## src/rtl/mbr_pkg.sv

```systemverilog
package mbr_pkg;

    localparam int BYTE_W    = 8;
    localparam int VAL_W     = 24;
    localparam int MAX_IDX_W = 4;

    typedef logic [BYTE_W-1:0] byte_t;
    typedef logic [VAL_W-1:0]  wide_t;

    // byte offset inside a register slot; order is fixed by the address map
    typedef enum logic [1:0] {
        LANE_LO   = 2'd0,
        LANE_MID  = 2'd1,
        LANE_HI   = 2'd2,
        LANE_NONE = 2'd3
    } lane_e;

    typedef struct packed {
        logic                 hit;
        logic [MAX_IDX_W-1:0] idx;
        lane_e                lane;
        logic [1:0]           bsel;   // byte position inside the value
        logic                 is24;
    } dec_t;

    typedef struct packed {
        logic                 valid;
        logic [MAX_IDX_W-1:0] idx;
        wide_t                val;
        logic [2:0]           mask;
    } commit_t;

    // value byte reached by an address lane
    function automatic logic [1:0] lane_byte(lane_e l, logic is24);
        case (l)
            LANE_LO:  return 2'd0;
            LANE_MID: return 2'd1;
            default:  return is24 ? 2'd2 : 2'd1;
        endcase
    endfunction

    function automatic byte_t pick_byte(wide_t v, logic [1:0] b);
        case (b)
            2'd0:    return v[7:0];
            2'd1:    return v[15:8];
            default: return v[23:16];
        endcase
    endfunction

    function automatic wide_t put_byte(wide_t v, byte_t d, logic [1:0] b);
        wide_t r;
        r = v;
        case (b)
            2'd0:    r[7:0]   = d;
            2'd1:    r[15:8]  = d;
            default: r[23:16] = d;
        endcase
        return r;
    endfunction

    function automatic logic [2:0] full_mask(logic is24);
        return is24 ? 3'b111 : 3'b011;
    endfunction

endpackage

```

## src/rtl/mbr_decode.sv

```systemverilog
module mbr_decode
    import mbr_pkg::*;
#(
    parameter int              NUM_REGS    = 4,
    parameter int              ADDR_W      = 8,
    parameter logic [ADDR_W-1:0] BASE_ADDR = 8'h40,
    parameter logic [NUM_REGS-1:0] WIDE24_MASK = 4'b0101
) (
    input  logic [ADDR_W-1:0] addr_i,
    output dec_t              dec_o
);
    localparam int SLOT_W = ADDR_W - 2;

    logic [ADDR_W-1:0] off;
    logic [SLOT_W-1:0] slot;
    lane_e             lane_raw;

    assign off      = addr_i - BASE_ADDR;
    assign slot     = off[ADDR_W-1:2];
    assign lane_raw = lane_e'(off[1:0]);

    always_comb begin
        dec_o      = '0;
        dec_o.lane = LANE_NONE;
        if (addr_i >= BASE_ADDR) begin
            for (int i = 0; i < NUM_REGS; i++) begin
                if (slot == SLOT_W'(i)) begin
                    dec_o.idx  = MAX_IDX_W'(i);
                    dec_o.is24 = WIDE24_MASK[i];
                    if (lane_raw != LANE_NONE &&
                        (lane_raw != LANE_MID || WIDE24_MASK[i])) begin
                        dec_o.hit  = 1'b1;
                        dec_o.lane = lane_raw;
                        dec_o.bsel = lane_byte(lane_raw, WIDE24_MASK[i]);
                    end
                end
            end
        end
    end
endmodule

```

## src/rtl/mbr_read_hold.sv

```systemverilog
module mbr_read_hold
    import mbr_pkg::*;
(
    input  logic  clk,
    input  logic  rst,
    input  logic  stop_i,
    input  logic  rd_i,      // accepted, mapped read
    input  logic  lo_wr_i,   // accepted low-byte write
    input  dec_t  dec_i,
    input  wide_t live_i,    // live value of the decoded register
    output byte_t rd_byte_o
);
    logic                 act;
    logic [MAX_IDX_W-1:0] idx;
    wide_t                hval;
    logic [2:0]           pend;
    logic                 use_hold;
    logic [2:0]           pend_nx;

    assign use_hold = act && (idx == dec_i.idx) && (dec_i.lane != LANE_LO);
    assign pend_nx  = pend & ~(3'b001 << dec_i.bsel);

    always_comb begin
        if (!dec_i.hit)    rd_byte_o = '0;
        else if (use_hold) rd_byte_o = pick_byte(hval, dec_i.bsel);
        else               rd_byte_o = pick_byte(live_i, dec_i.bsel);
    end

    always_ff @(posedge clk) begin
        if (rst) begin
            act  <= 1'b0;
            idx  <= '0;
            hval <= '0;
            pend <= '0;
        end else if (stop_i) begin
            act  <= 1'b0;
            pend <= '0;
        end else if (rd_i && dec_i.lane == LANE_LO) begin
            act  <= 1'b1;
            idx  <= dec_i.idx;
            hval <= live_i;
            pend <= dec_i.is24 ? 3'b110 : 3'b010;
        end else if (lo_wr_i) begin
            act  <= 1'b0;
            pend <= '0;
        end else if (rd_i && use_hold) begin
            pend <= pend_nx;
            if (pend_nx == 3'b000) act <= 1'b0;
        end
    end

    // an open capture always has a byte left to deliver
    p_hold_pending_r4: assert property (@(posedge clk) disable iff (rst)
        act |-> (pend != 3'b000));

    p_stop_drops_hold_r8: assert property (@(posedge clk) disable iff (rst)
        stop_i |=> !act);
endmodule

```

## src/rtl/mbr_write_stage.sv

```systemverilog
module mbr_write_stage
    import mbr_pkg::*;
(
    input  logic    clk,
    input  logic    rst,
    input  logic    stop_i,
    input  logic    wr_i,     // accepted, mapped write
    input  logic    lo_rd_i,  // accepted low-byte read
    input  dec_t    dec_i,
    input  byte_t   wdata_i,
    output commit_t commit_o
);
    logic                 act;
    logic [MAX_IDX_W-1:0] idx;
    wide_t                sval;
    logic [2:0]           recv;
    logic [2:0]           need;
    logic                 match;
    wide_t                sval_nx;
    logic [2:0]           recv_nx;

    assign match   = act && (idx == dec_i.idx);
    assign sval_nx = put_byte(sval, wdata_i, dec_i.bsel);
    assign recv_nx = recv | (3'b001 << dec_i.bsel);

    always_ff @(posedge clk) begin
        if (rst) begin
            act      <= 1'b0;
            idx      <= '0;
            sval     <= '0;
            recv     <= '0;
            need     <= '0;
            commit_o <= '0;
        end else begin
            commit_o.valid <= 1'b0;
            if (stop_i) begin
                act <= 1'b0;
            end else if (wr_i && dec_i.lane == LANE_LO) begin
                act  <= 1'b1;
                idx  <= dec_i.idx;
                sval <= put_byte('0, wdata_i, 2'd0);
                recv <= 3'b001;
                need <= full_mask(dec_i.is24);
            end else if (wr_i && match) begin
                if (recv_nx == need) begin
                    act      <= 1'b0;
                    commit_o <= '{valid: 1'b1, idx: idx, val: sval_nx, mask: need};
                end else begin
                    sval <= sval_nx;
                    recv <= recv_nx;
                end
            end else if (wr_i) begin
                commit_o <= '{valid: 1'b1, idx: dec_i.idx,
                              val: put_byte('0, wdata_i, dec_i.bsel),
                              mask: 3'b001 << dec_i.bsel};
            end else if (lo_rd_i) begin
                act <= 1'b0;
            end
        end
    end

    p_commit_from_write_r7: assert property (@(posedge clk) disable iff (rst)
        commit_o.valid |-> $past(wr_i));

    p_atomic_from_stage_r6: assert property (@(posedge clk) disable iff (rst)
        (commit_o.valid && $countones(commit_o.mask) > 1) |-> $past(act));

    p_stop_drops_stage_r8: assert property (@(posedge clk) disable iff (rst)
        stop_i |=> !act);
endmodule

```

## src/rtl/mbr_atomic_buf.sv

```systemverilog
module mbr_atomic_buf
    import mbr_pkg::*;
#(
    parameter int                  NUM_REGS    = 4,
    parameter int                  ADDR_W      = 8,
    parameter logic [ADDR_W-1:0]   BASE_ADDR   = 8'h40,
    parameter logic [NUM_REGS-1:0] WIDE24_MASK = 4'b0101,
    localparam int                 IDX_W       = (NUM_REGS > 1) ? $clog2(NUM_REGS) : 1,
    localparam int                 LIVE_W      = NUM_REGS * VAL_W
) (
    input  logic              clk,
    input  logic              rst,
    input  logic [ADDR_W-1:0] acc_addr,
    input  logic              rd_en,
    input  logic              wr_en,
    input  logic [7:0]        wr_byte,
    input  logic              xfer_stop,
    input  logic [LIVE_W-1:0] live_flat,
    output logic [7:0]        rd_byte,
    output logic              rd_valid,
    output logic              commit_valid,
    output logic [IDX_W-1:0]  commit_idx,
    output logic [23:0]       commit_val,
    output logic [2:0]        commit_be
);
    dec_t    dec;
    wide_t   live_sel;
    byte_t   hold_byte;
    commit_t commit;
    logic    rd_eff, wr_eff, rd_hit, wr_hit;

    assign rd_eff = rd_en & ~xfer_stop;
    assign wr_eff = wr_en & ~rd_en & ~xfer_stop;
    assign rd_hit = rd_eff & dec.hit;
    assign wr_hit = wr_eff & dec.hit;

    mbr_decode #(
        .NUM_REGS(NUM_REGS), .ADDR_W(ADDR_W),
        .BASE_ADDR(BASE_ADDR), .WIDE24_MASK(WIDE24_MASK)
    ) u_dec (
        .addr_i(acc_addr),
        .dec_o (dec)
    );

    always_comb begin
        live_sel = '0;
        for (int i = 0; i < NUM_REGS; i++) begin
            if (dec.idx == MAX_IDX_W'(i)) live_sel = live_flat[i*VAL_W +: VAL_W];
        end
    end

    mbr_read_hold u_hold (
        .clk      (clk),
        .rst      (rst),
        .stop_i   (xfer_stop),
        .rd_i     (rd_hit),
        .lo_wr_i  (wr_hit && dec.lane == LANE_LO),
        .dec_i    (dec),
        .live_i   (live_sel),
        .rd_byte_o(hold_byte)
    );

    mbr_write_stage u_stage (
        .clk     (clk),
        .rst     (rst),
        .stop_i  (xfer_stop),
        .wr_i    (wr_hit),
        .lo_rd_i (rd_hit && dec.lane == LANE_LO),
        .dec_i   (dec),
        .wdata_i (wr_byte),
        .commit_o(commit)
    );

    always_ff @(posedge clk) begin
        if (rst) begin
            rd_byte  <= '0;
            rd_valid <= 1'b0;
        end else begin
            rd_valid <= rd_eff;
            if (rd_eff) rd_byte <= hold_byte;
        end
    end

    assign commit_valid = commit.valid;
    assign commit_idx   = commit.idx[IDX_W-1:0];
    assign commit_val   = commit.val;
    assign commit_be    = commit.mask;

    p_rd_latency_r2: assert property (@(posedge clk) disable iff (rst)
        rd_valid |-> $past(rd_en && !xfer_stop));

    p_stop_ignored_r10: assert property (@(posedge clk) disable iff (rst)
        xfer_stop |=> (!rd_valid && !commit_valid));
endmodule

```

## config.mk

```make
export PLATFORM = sky130hd
export DESIGN_NAME = mbr_atomic_buf
export DESIGN_NICKNAME = d
export VERILOG_FILES = /design/src/rtl/mbr_pkg.sv /design/src/rtl/mbr_decode.sv /design/src/rtl/mbr_read_hold.sv /design/src/rtl/mbr_write_stage.sv /design/src/rtl/mbr_atomic_buf.sv
export SDC_FILE = /design/constraint.sdc
export NUM_CORES = 1
export LEC_CHECK = 0
export CORE_ASPECT_RATIO = 0.7
export CORE_MARGIN = 2
export CORE_UTILIZATION = 40
export DETAILED_ROUTE_END_ITERATION = 12
export GPL_TIMING_DRIVEN = 0
export PLACE_DENSITY = 0.69
export RECOVER_POWER = 25
export SYNTH_ARGS = -nofsm -noshare
export SYNTH_HDL_FRONTEND = slang
export SYNTH_SLANG_ARGS = --single-unit
```

## constraint.sdc

```tcl
create_clock -name clk -period 3.16 [get_ports clk]
set_input_delay 0.316 -clock clk [delete_from_list [all_inputs] [get_ports clk]]
set_output_delay 0.316 -clock clk [all_outputs]
set_load 0.01 [all_outputs]
```

# ---- Yosys cells after proc, flatten, opt, wreduce, memory -nomap -nowiden
# Cells that the tools add are included.
dict set report totals {
  regBits 106
  input_bits 117
  output_inout_bits 39
  word_cells 127
}
dict set report op_classes {
  n_addsub 1
  order_cmp 1
  eq_ne 17
  n_shift 1
  n_mux 52
  n_bitwise 11
  reduce_logical 29
}
# cell n
set op_table {}
lappend op_table {{$mux 24} 7}
lappend op_table {{$mux 32} 3}
lappend op_table {{$mux 8} 8}
lappend op_table {{$mux 10} 5}
lappend op_table {{$pmux 8 s2} 2}
lappend op_table {{$mux 3} 8}
lappend op_table {{$mux 4} 4}
lappend op_table {{$mux 1} 14}
lappend op_table {{$eq 6x2->1 const B} 2}
lappend op_table {{$reduce_bool 3->1} 3}
lappend op_table {{$eq 4x2->1 const B} 2}
lappend op_table {{$eq 4x4->1} 2}
lappend op_table {{$ge 8x7->1 const B} 1}
lappend op_table {{$logic_and 1x1->1} 8}
lappend op_table {{$sub 8x7->8 const B} 1}
lappend op_table {{$eq 6x1->1 const B} 1}
lappend op_table {{$logic_not 2->1} 3}
lappend op_table {{$logic_not 6->1} 1}
lappend op_table {{$ne 2x2->1 const B} 3}
lappend op_table {{$ne 3x3->1 const B} 2}
lappend op_table {{$reduce_and 2->1} 3}
lappend op_table {{$reduce_and 3->1} 2}
lappend op_table {{$reduce_bool 2->1} 3}
lappend op_table {{$and 1x1->1} 5}
lappend op_table {{15 further kinds} 19}

# ---- Depth between registers and ports, before layout
# Gate-level depths: netlist of the first run.
dict set report depth {
  word_depth 20
  ltp_mapped 10
  mapped_depth_nobuf 6
}

# ---- Hierarchy
# Synthesis of the first run repeated with hierarchy kept, for this count alone.
dict set report unflattened {
  hier_cells 758
  hier_area_um2 6135.9
}
# module n_inst cells_each area_per_inst_um2 seq_area_each_um2
set by_module_without_submodules {}
lappend by_module_without_submodules {mbr_write_stage 1 370 3126.7 1321.3}
lappend by_module_without_submodules {mbr_read_hold 1 241 1814.2 640.6}
lappend by_module_without_submodules {mbr_atomic_buf 1 130 1066.0 180.2}
lappend by_module_without_submodules {mbr_decode 1 17 128.9 0.0}

# ---- Worst setup path after synthesis of the first run
# Ideal clock, no wire load.
dict set report synth_path {
  path_type {in2reg}
  start {input port acc_addr[7]}
  end {register u_stage.commit_o[17] (netlist name)}
  setup_ns 0.068
  t_arrival_ns 2.264
  required_time_ns 3.092
  path_slack_ns 0.828
  stages 9
  n_path_buf 3
  path_cell_list {or4b_1 > buf_2 > a21oi_2 > o221ai_2 > o211a_1 > or3_1 > buf_2 > buf_6 > o2bb2ai_2}
}
dict set report synth_via {
  elab_chain_len 15
  word_cells_on_any_way 36
  classes_between {add/sub: 1; order compare: 1; eq/ne: 7; shift: 1; mux: 16; bitwise: 3; reduce/logical: 7}
}
# item line_no
set synth_rtl {}
lappend synth_rtl {{from (decl)} mbr_atomic_buf.sv:13} ;# input logic [ADDR_W-1:0] acc_addr,
lappend synth_rtl {{$sub 8x7->8} mbr_decode.sv:18} ;# assign off = addr_i - BASE_ADDR;
lappend synth_rtl {{$logic_not 6->1} mbr_decode.sv:27} ;# if (slot == SLOT_W'(i)) begin
lappend synth_rtl {{$mux 10} mbr_decode.sv:27}
lappend synth_rtl {{$mux 4} mbr_decode.sv:30} ;# if (lane_raw != LANE_NONE &&
lappend synth_rtl {{$mux 10} mbr_decode.sv:27}
lappend synth_rtl {{$mux 4} mbr_decode.sv:30}
lappend synth_rtl {{$mux 10} mbr_decode.sv:27}
lappend synth_rtl {{$mux 4} mbr_decode.sv:30}
lappend synth_rtl {{$mux 10} mbr_decode.sv:27}
lappend synth_rtl {{$mux 10 (*)} mbr_decode.sv:25} ;# if (addr_i >= BASE_ADDR) begin
lappend synth_rtl {{$shl 1x2->3} mbr_write_stage.sv:24} ;# assign recv_nx = recv | (3'b001 << dec_i.bsel);
lappend synth_rtl {{$or 3x3->3} mbr_write_stage.sv:24}
lappend synth_rtl {{$eq 3x3->1} mbr_write_stage.sv:45} ;# if (recv_nx == need) begin
lappend synth_rtl {{$ne 2x2->1 (no line)} -}
lappend synth_rtl {{$reduce_and 4->1 (no line)} -}
lappend synth_rtl {{to (signal assigned)} mbr_write_stage.sv:47} ;# commit_o <= '{valid: 1'b1, idx: idx, val: sval_nx, mask: need};
lappend synth_rtl {{to (signal assigned)} mbr_write_stage.sv:53} ;# commit_o <= '{valid: 1'b1, idx: dec_i.idx,
lappend synth_rtl {{to (decl)} mbr_write_stage.sv:11} ;# output commit_t commit_o
# Every way passes the cells marked *; elsewhere a longest branch is shown, timed or not. The select of a mux whose other input is x is not followed.
# A chain may end at the register's enable or synchronous reset.

# ---- Worst setup path after layout of the first run
dict set report layout_path {
  start {input port acc_addr[7]}
  end {register u_stage.commit_o[4] (netlist name)}
}
# The elaborated chain is that of the path after synthesis.

==> results.sh, run 1 <==
export IMPL_cts_tree="done"
export IMPL_synth_most_common_cell="nor2_1"
export IMPL_route_detailed_drc=0
export IMPL_fin_skew_ps=5.05
export IMPL_cts_sinks=100
export IMPL_netlist_area_um2=5510
export IMPL_startpoint_type="primary input"
export IMPL_status="completed"
export IMPL_place_ws_ps=-250
export IMPL_synthArstFlopShare_pct=0
export IMPL_finalHoldViolations=0
export IMPL_p_per_area_nw_per_um2=352
export IMPL_cp_data_arrival_time_ps=3300
export IMPL_synth_top_cell_area_share_pct=36.3
export IMPL_fmax_ghz=0.330
export IMPL_grt_max_degree=15
export IMPL_grt_overflow_total=0
export IMPL_nets=991
export IMPL_avgViaCountPerCell=5.95
export IMPL_drive_gt1_share_pct=5.70
export IMPL_wire_per_inst_um=18.8
export IMPL_antenna_found_initial=0
export IMPL_worstSetupPathType="in2reg"
export IMPL_synth_seq_cells=100
export IMPL_cts_hold_buf=0
export IMPL_min_period_over_period_pct=95.9
export IMPL_ys_types=59
export IMPL_cp_required_ps=3430
export IMPL_yosysSeqAreaShare_pct=36.3
export IMPL_yosys_area_top_type="dfxtp_1"
export IMPL_die_h_um=102
export IMPL_place_area_um2=7270
export IMPL_path_max_fanout=10
export IMPL_ir_drop_uv=292
export IMPL_cp_end_kind="flip-flop"
export IMPL_syn2layout_area_growth_pct=37.1
export IMPL_antennaDiodeCount=0
export IMPL_firstDrtPassIters=5
export IMPL_max_cap_violations=0
export IMPL_period_needed_ps=3030
export IMPL_start_util_pct=41.4
export IMPL_hold_class="reg2reg"
export IMPL_h_tree_depth=3
export IMPL_clockRootBuffer="clkbuf_16"
export IMPL_die_w_um=144
export IMPL_first_global_vias=5763
export IMPL_die_area_um2=14700
export IMPL_core_area_um2=13300
export IMPL_drtAntennaViolNets=0
export IMPL_path_clk_slew_ps=60
export IMPL_syn_inst=710
export IMPL_drv_slew=0
export IMPL_post_route_util_pct=56.7
export IMPL_cts_buffer_depth=2
export IMPL_grt_util_all_layers_pct=27.4
export IMPL_dp_hpwl_um=15400
export IMPL_synth_edf_count=0
export IMPL_synth_common_cells="nor2_1, dfxtp_1, a21oi_1, nand2_1, nand3_1"
export IMPL_synth_fp_nets=827
export IMPL_setup_tns_final_ps=0
export IMPL_synth_area_leaders="dfxtp_1, a21oi_1, nor2_1"
export IMPL_ys_flop_type="dfxtp_1"
export IMPL_grt_pass1_wl_um=31200
export IMPL_wl_um=20000
export IMPL_fin_area_um2=7550
export IMPL_num_vias=6317
export IMPL_gp_congestion=0.917
export IMPL_cellLeakagePower_nw=2.78
export IMPL_tightest_slew_ps=896
export IMPL_io_buffers=153
export IMPL_drtIter0Drc=840
export IMPL_numCtsBuffers=9
export IMPL_io_pins=156
export IMPL_rows=35
export IMPL_ys_warn_count=0
export IMPL_fillCellCount=1253
export IMPL_max_slew_margin_pct=39.9
export IMPL_synth_area_per_cell_um2=7.76
export IMPL_setup_viol=0
export IMPL_layout_setup_ws_ps=128
export IMPL_clk_insertion_delay_late_ps=340
[placed cells by master, fill, tap and decap left out, types with 3 or more instances in the layout]
| cell | count |
|---|---|
| o2bb2ai_1 | 7 |
| o221ai_1 | 24 |
| a21o_1 | 3 |
| o211ai_1 | 3 |
| o2bb2ai_2 | 9 |
| clkbuf_1 | 40 |
| or2_2 | 3 |
| nand3b_1 | 3 |
| mux2i_1 | 32 |
| a31oi_1 | 28 |
| nand2_1 | 53 |
| nor2_1 | 104 |
| a22oi_1 | 14 |
| buf_1 | 12 |
| a211oi_1 | 3 |
| a21oi_1 | 80 |
| o2111ai_1 | 8 |
| dfxtp_1 | 100 |
| o22ai_1 | 9 |
| and3_1 | 3 |
| nand3_1 | 42 |
| o21ai_0 | 22 |
| nor3b_1 | 3 |
| clkbuf_16 | 9 |
| dlygate4sd3_1 | 34 |
| clkdlybuf4s50_1 | 119 |
| a32oi_1 | 16 |
| inv_1 | 26 |
| buf_2 | 14 |
| nand2b_1 | 7 |
[power breakdown]
part | switching, mW | internal [mW]
registers | 0.000940 | 1.26
clock network | 0.459 | 0.546
logic | 0.194 | 0.198
total | 0.654 | 2.01
[critical path, stage by stage]
cell and delay [ps]:
clkdlybuf4s50_1 460, or4b_1 530, buf_2 210, nor2_1 310
nand4_1 210, a211oi_2 580, buf_2 350, o2111ai_1 160
a21oi_1 180
[per-stage QoR]
step	total power, mW	std cells	hold WS (ps)
6_report	2.66	1062	455
5_1_grt	2.74	1062	475
4_1_cts	2.67	1062	451
3_5_place_dp	1.68	1048	438
3_3_place_gp	1.67	1048	443
2_1_floorplan	1.46	710	421
[flip-flops by register name, indices dropped and copies added, names as in the netlist]
register	cells
u_stage.commit_o	30
u_stage.sval	24
u_hold.hval	23
rd_byte	8
u_hold.pend	3
u_stage.recv	3
u_hold.idx	2
u_stage.idx	2
u_stage.need	2
rd_valid	1
u_hold.act	1
u_stage.act	1
[area by class of cell]
type	count	area [µm²]	area share [%]
Tap cell	185	231	3.06
Timing Repair Buffer	153	1530	20.3
Sequential cell	100	2000	26.5
Multi-Input combinational cell	518	3160	41.8
Clock buffer	12	246	3.26
Clock inverter	2	12.5	0.166
Inverter	26	97.6	1.29
Buffer	66	274	3.63
[layer usage]
| layer | vias to the layer above | routed length [µm] | track usage [%] |
|---|---|---|---|
| li1 | 2945 | - | - |
| met1 | 3024 | 9690 | 42.1 |
| met2 | 328 | 8130 | 39.1 |
| met3 | 18 | 1960 | 6.33 |
| met4 | 2 | 130 | 4.26 |
| met5 | - | 50 | 2.30 |
[logic make-up after synthesis]
kind of cell	after synthesis	share of synthesized area (%)
AND/OR/NAND/NOR	233	18.8
XOR/XNOR	4	0.636
buffers and inverters	92	6.72
multiplexers	32	5.81
flip-flops	100	36.3
AO/OA/AOI/OAI	249	31.7
[repair_timing]
action	4_1_cts	5_1_grt
endpoints found under the setup margin	0	37
resized for setup	0	5
setup buffers	0	0
[final timing paths]
path / slack, ps / cells past startpoint / start / endpoint
hold reg to reg: 450 / 2 / u_hold.pend[0]$_SDFFE_PP0P_ / u_hold.pend[0]$_SDFFE_PP0P_
setup reg to reg: 350 / 8 / u_stage.idx[0]$_SDFFE_PP0P_ / u_stage.commit_o[16]$_SDFFE_PP0P_
setup / recovery: 130 / 9 / acc_addr[7] / u_stage.commit_o[4]$_SDFFE_PP0P_
hold / removal: 450 / 2 / u_hold.pend[0]$_SDFFE_PP0P_ / u_hold.pend[0]$_SDFFE_PP0P_
Note: power is estimated with default switching activity, not from simulation.
==> run 2: changes to the inputs <==
Settings changed: CTS_CLUSTER_SIZE set to 8.
==> results of run 2 <==
Final layout, timing and power as in run 1 (identical DEF).
==> run 3: changes to the inputs <==
Settings changed: CORE_UTILIZATION 40 to 30, PLACE_DENSITY 0.69 to unset, SLEW_MARGIN set to 20.
==> run 3 against run 2 <==
Effect of this change: sequential cell count stayed put; via count is 2.7% lower; clock power is 20% higher; critical endpoint is now u_stage.commit_o[19]$_SDFFE_PP0P_; core utilization is 14 points lower; maximum frequency is 1.2% lower; worst hold slack better by 6.6 ps; final area is 1.8% higher; register-to-register slack better by 130 ps; global-route usage is 6.9 points lower; final cell count is 5.0% higher; first-iteration DRC count is 31% lower; largest cell class unchanged; die area is 32% higher.
==> results.sh, run 3 (synthesis results as in run 1) <==
export IMPL_setup_tns_final_ps=0
export IMPL_final_common_cell="clkdlybuf4s50_1"
export IMPL_first_global_vias=5606
export IMPL_wire_per_inst_um=18.4
export IMPL_crit_chain="clkdlybuf4s50_1 -> or4b_1 -> buf_2 -> nor2_1 -> nand4_1 -> a211oi_4 -> buf_2 -> a32oi_1 -> o2bb2ai_2"
export IMPL_cpMostUsedCell="buf_2"
export IMPL_rows=41
export IMPL_min_period_over_period_pct=97.1
export IMPL_hold_class="reg2reg"
export IMPL_drtIter0Drc=578
export IMPL_die_area_um2=19500
export IMPL_ir_drop_uv=224
export IMPL_clockRootBuffer="clkbuf_16"
export IMPL_status="completed"
export IMPL_path_clk_slew_ps=70
export IMPL_layout_setup_ws_ps=90.8
export IMPL_nets=991
export IMPL_startpoint_type="primary input"
export IMPL_firstDrtPassIters=5
export IMPL_max_flop_register="u_stage.commit_o"
export IMPL_fillCellCount=1868
export IMPL_largest_reg_flops=30
export IMPL_p_sw_mw=0.686
export IMPL_slowest_delay_ps=540
export IMPL_p_int_mw=2.18
export IMPL_clk_insertion_delay_late_ps=350
export IMPL_place_area_um2=7340
export IMPL_finalHoldViolations=0
export IMPL_io_buffers=153
export IMPL_fmax_ghz=0.326
export IMPL_route_detailed_drc=0
export IMPL_antenna_found_initial=0
export IMPL_netSwitchingFraction_pct=24.0
export IMPL_most_common_layout_cells="clkdlybuf4s50_1, nor2_1, dfxtp_1"
export IMPL_start_util_pct=30.6
export IMPL_dp_hpwl_um=15700
export IMPL_h_tree_depth=3
export IMPL_cts_buffer_depth=2
export IMPL_grt_pass1_wl_um=32100
export IMPL_numCtsBuffers=9
export IMPL_period_needed_ps=3070
export IMPL_p_seq_share_pct=44.1
export IMPL_cp_required_ps=3440
export IMPL_path_buf_inv=3
export IMPL_antennaDiodeCount=0
export IMPL_grt_max_degree=17
export IMPL_gp_congestion=0.881
export IMPL_critPathTopFamily="simple AND/OR/NAND/NOR gates"
export IMPL_setup_viol=0
export IMPL_syn2layout_area_growth_pct=39.6
export IMPL_tightest_slew_ps=901
export IMPL_fin_area_um2=7690
export IMPL_drv_slew=0
export IMPL_drive_gt1_share_pct=6.14
export IMPL_die_w_um=166
export IMPL_worstSetupPathType="in2reg"
export IMPL_p_per_area_nw_per_um2=373
export IMPL_grt_util_all_layers_pct=20.4
export IMPL_io_pins=156
export IMPL_fin_skew_ps=9.47
export IMPL_die_h_um=117
export IMPL_power_frac_comb_pct=13.7
export IMPL_place_ws_ps=-372
export IMPL_top_regs="u_stage.commit_o (30), u_stage.sval (24), u_hold.hval (23)"
export IMPL_core_area_um2=18000
export IMPL_max_slew_margin_pct=39.4
export IMPL_cp_end_kind="flip-flop"
export IMPL_grt_overflow_total=0
export IMPL_crit_path_top_delay_cell="or4b_1"
export IMPL_rsz0062_at_grt="no"
export IMPL_avgViaCountPerCell=5.51
export IMPL_cts_tree="done"
export IMPL_max_cap_violations=0
export IMPL_wl_um=20500
export IMPL_path_max_fanout=10
export IMPL_drtAntennaViolNets=0
export IMPL_cts_sinks=100
export IMPL_num_vias=6146
export IMPL_cts_hold_buf=0
export IMPL_p_clk_share_pct=42.3
export IMPL_cp_data_arrival_time_ps=3350
export IMPL_cellLeakagePower_nw=2.82
[run 3: cell count changes in the layout (fill, tap and decap cells not counted), sizes merged]
cell      previous run  this run
clkinvlp             1         0
buf                 27        26
bufinv               0         2
inv                 26        27
clkinv               1         2
[run 3: timing repair]
action	4_1_cts	5_1_grt
gates cloned	0	0
hold endpoints to repair	0	0
buffers inserted	0	0
endpoints found under the setup margin	1	29
gates resized for setup	1	6
[run 3: worst paths after layout]
path	cells after the start	slack [ps]	startpoint	to
worst min-delay path	1	460	u_stage.commit_o[14]$_SDFFE_PP0P_	u_stage.commit_o[14]$_SDFFE_PP0P_
worst max register to register	8	480	u_stage.idx[0]$_SDFFE_PP0P_	u_stage.commit_o[16]$_SDFFE_PP0P_
worst min register to register	1	460	u_stage.commit_o[14]$_SDFFE_PP0P_	u_stage.commit_o[14]$_SDFFE_PP0P_
worst max-delay path	9	90	acc_addr[7]	u_stage.commit_o[19]$_SDFFE_PP0P_
[run 3: metal layers]
| layer | up-vias | wire [µm] | GRT usage (%) |
|---|---|---|---|
| met5 | - | 0 | 0 |
| met3 | 20 | 1490 | 4.29 |
| met4 | 0 | 195 | 3.26 |
| met1 | 2915 | 10500 | 32.5 |
| li1 | 2952 | - | - |
| met2 | 259 | 8270 | 28.0 |
[run 3: final cells by class]
| cell class | instances | area, µm² | area share [%] |
|---|---|---|---|
| clock buffer | 11 | 243 | 3.16 |
| clock inverter | 5 | 82.6 | 1.07 |
| buffer | 66 | 275 | 3.58 |
| sequential | 100 | 2000 | 26.0 |
| timing repair buffer | 153 | 1530 | 19.9 |
| multi-input combinational | 518 | 3160 | 41.1 |
| tap | 236 | 295 | 3.84 |
| inverter | 26 | 97.6 | 1.27 |
[run 3: power groups by stage]
stage               clock network, mW  logic (mW)  registers, mW
floorplan                           0       0.166           1.29
global placement                    0       0.384           1.29
detailed placement                  0       0.386           1.29
CTS                              1.23       0.388           1.26
global route                     1.29       0.422           1.26
finish                           1.21       0.392           1.26
[run 3: per-stage QoR]
step / hold slack, ps / utilization (%) / power (mW) / std cells
after floorplan: 421 / - / 1.46 / 710
after global placement: 447 / 40.7 / 1.68 / 1099
after detailed placement: 446 / 40.7 / 1.68 / 1099
after CTS: 459 / 42.6 / 2.88 / 1115
final: 461 / 42.7 / 2.86 / 1115
after global routing: 473 / 42.7 / 2.98 / 1115
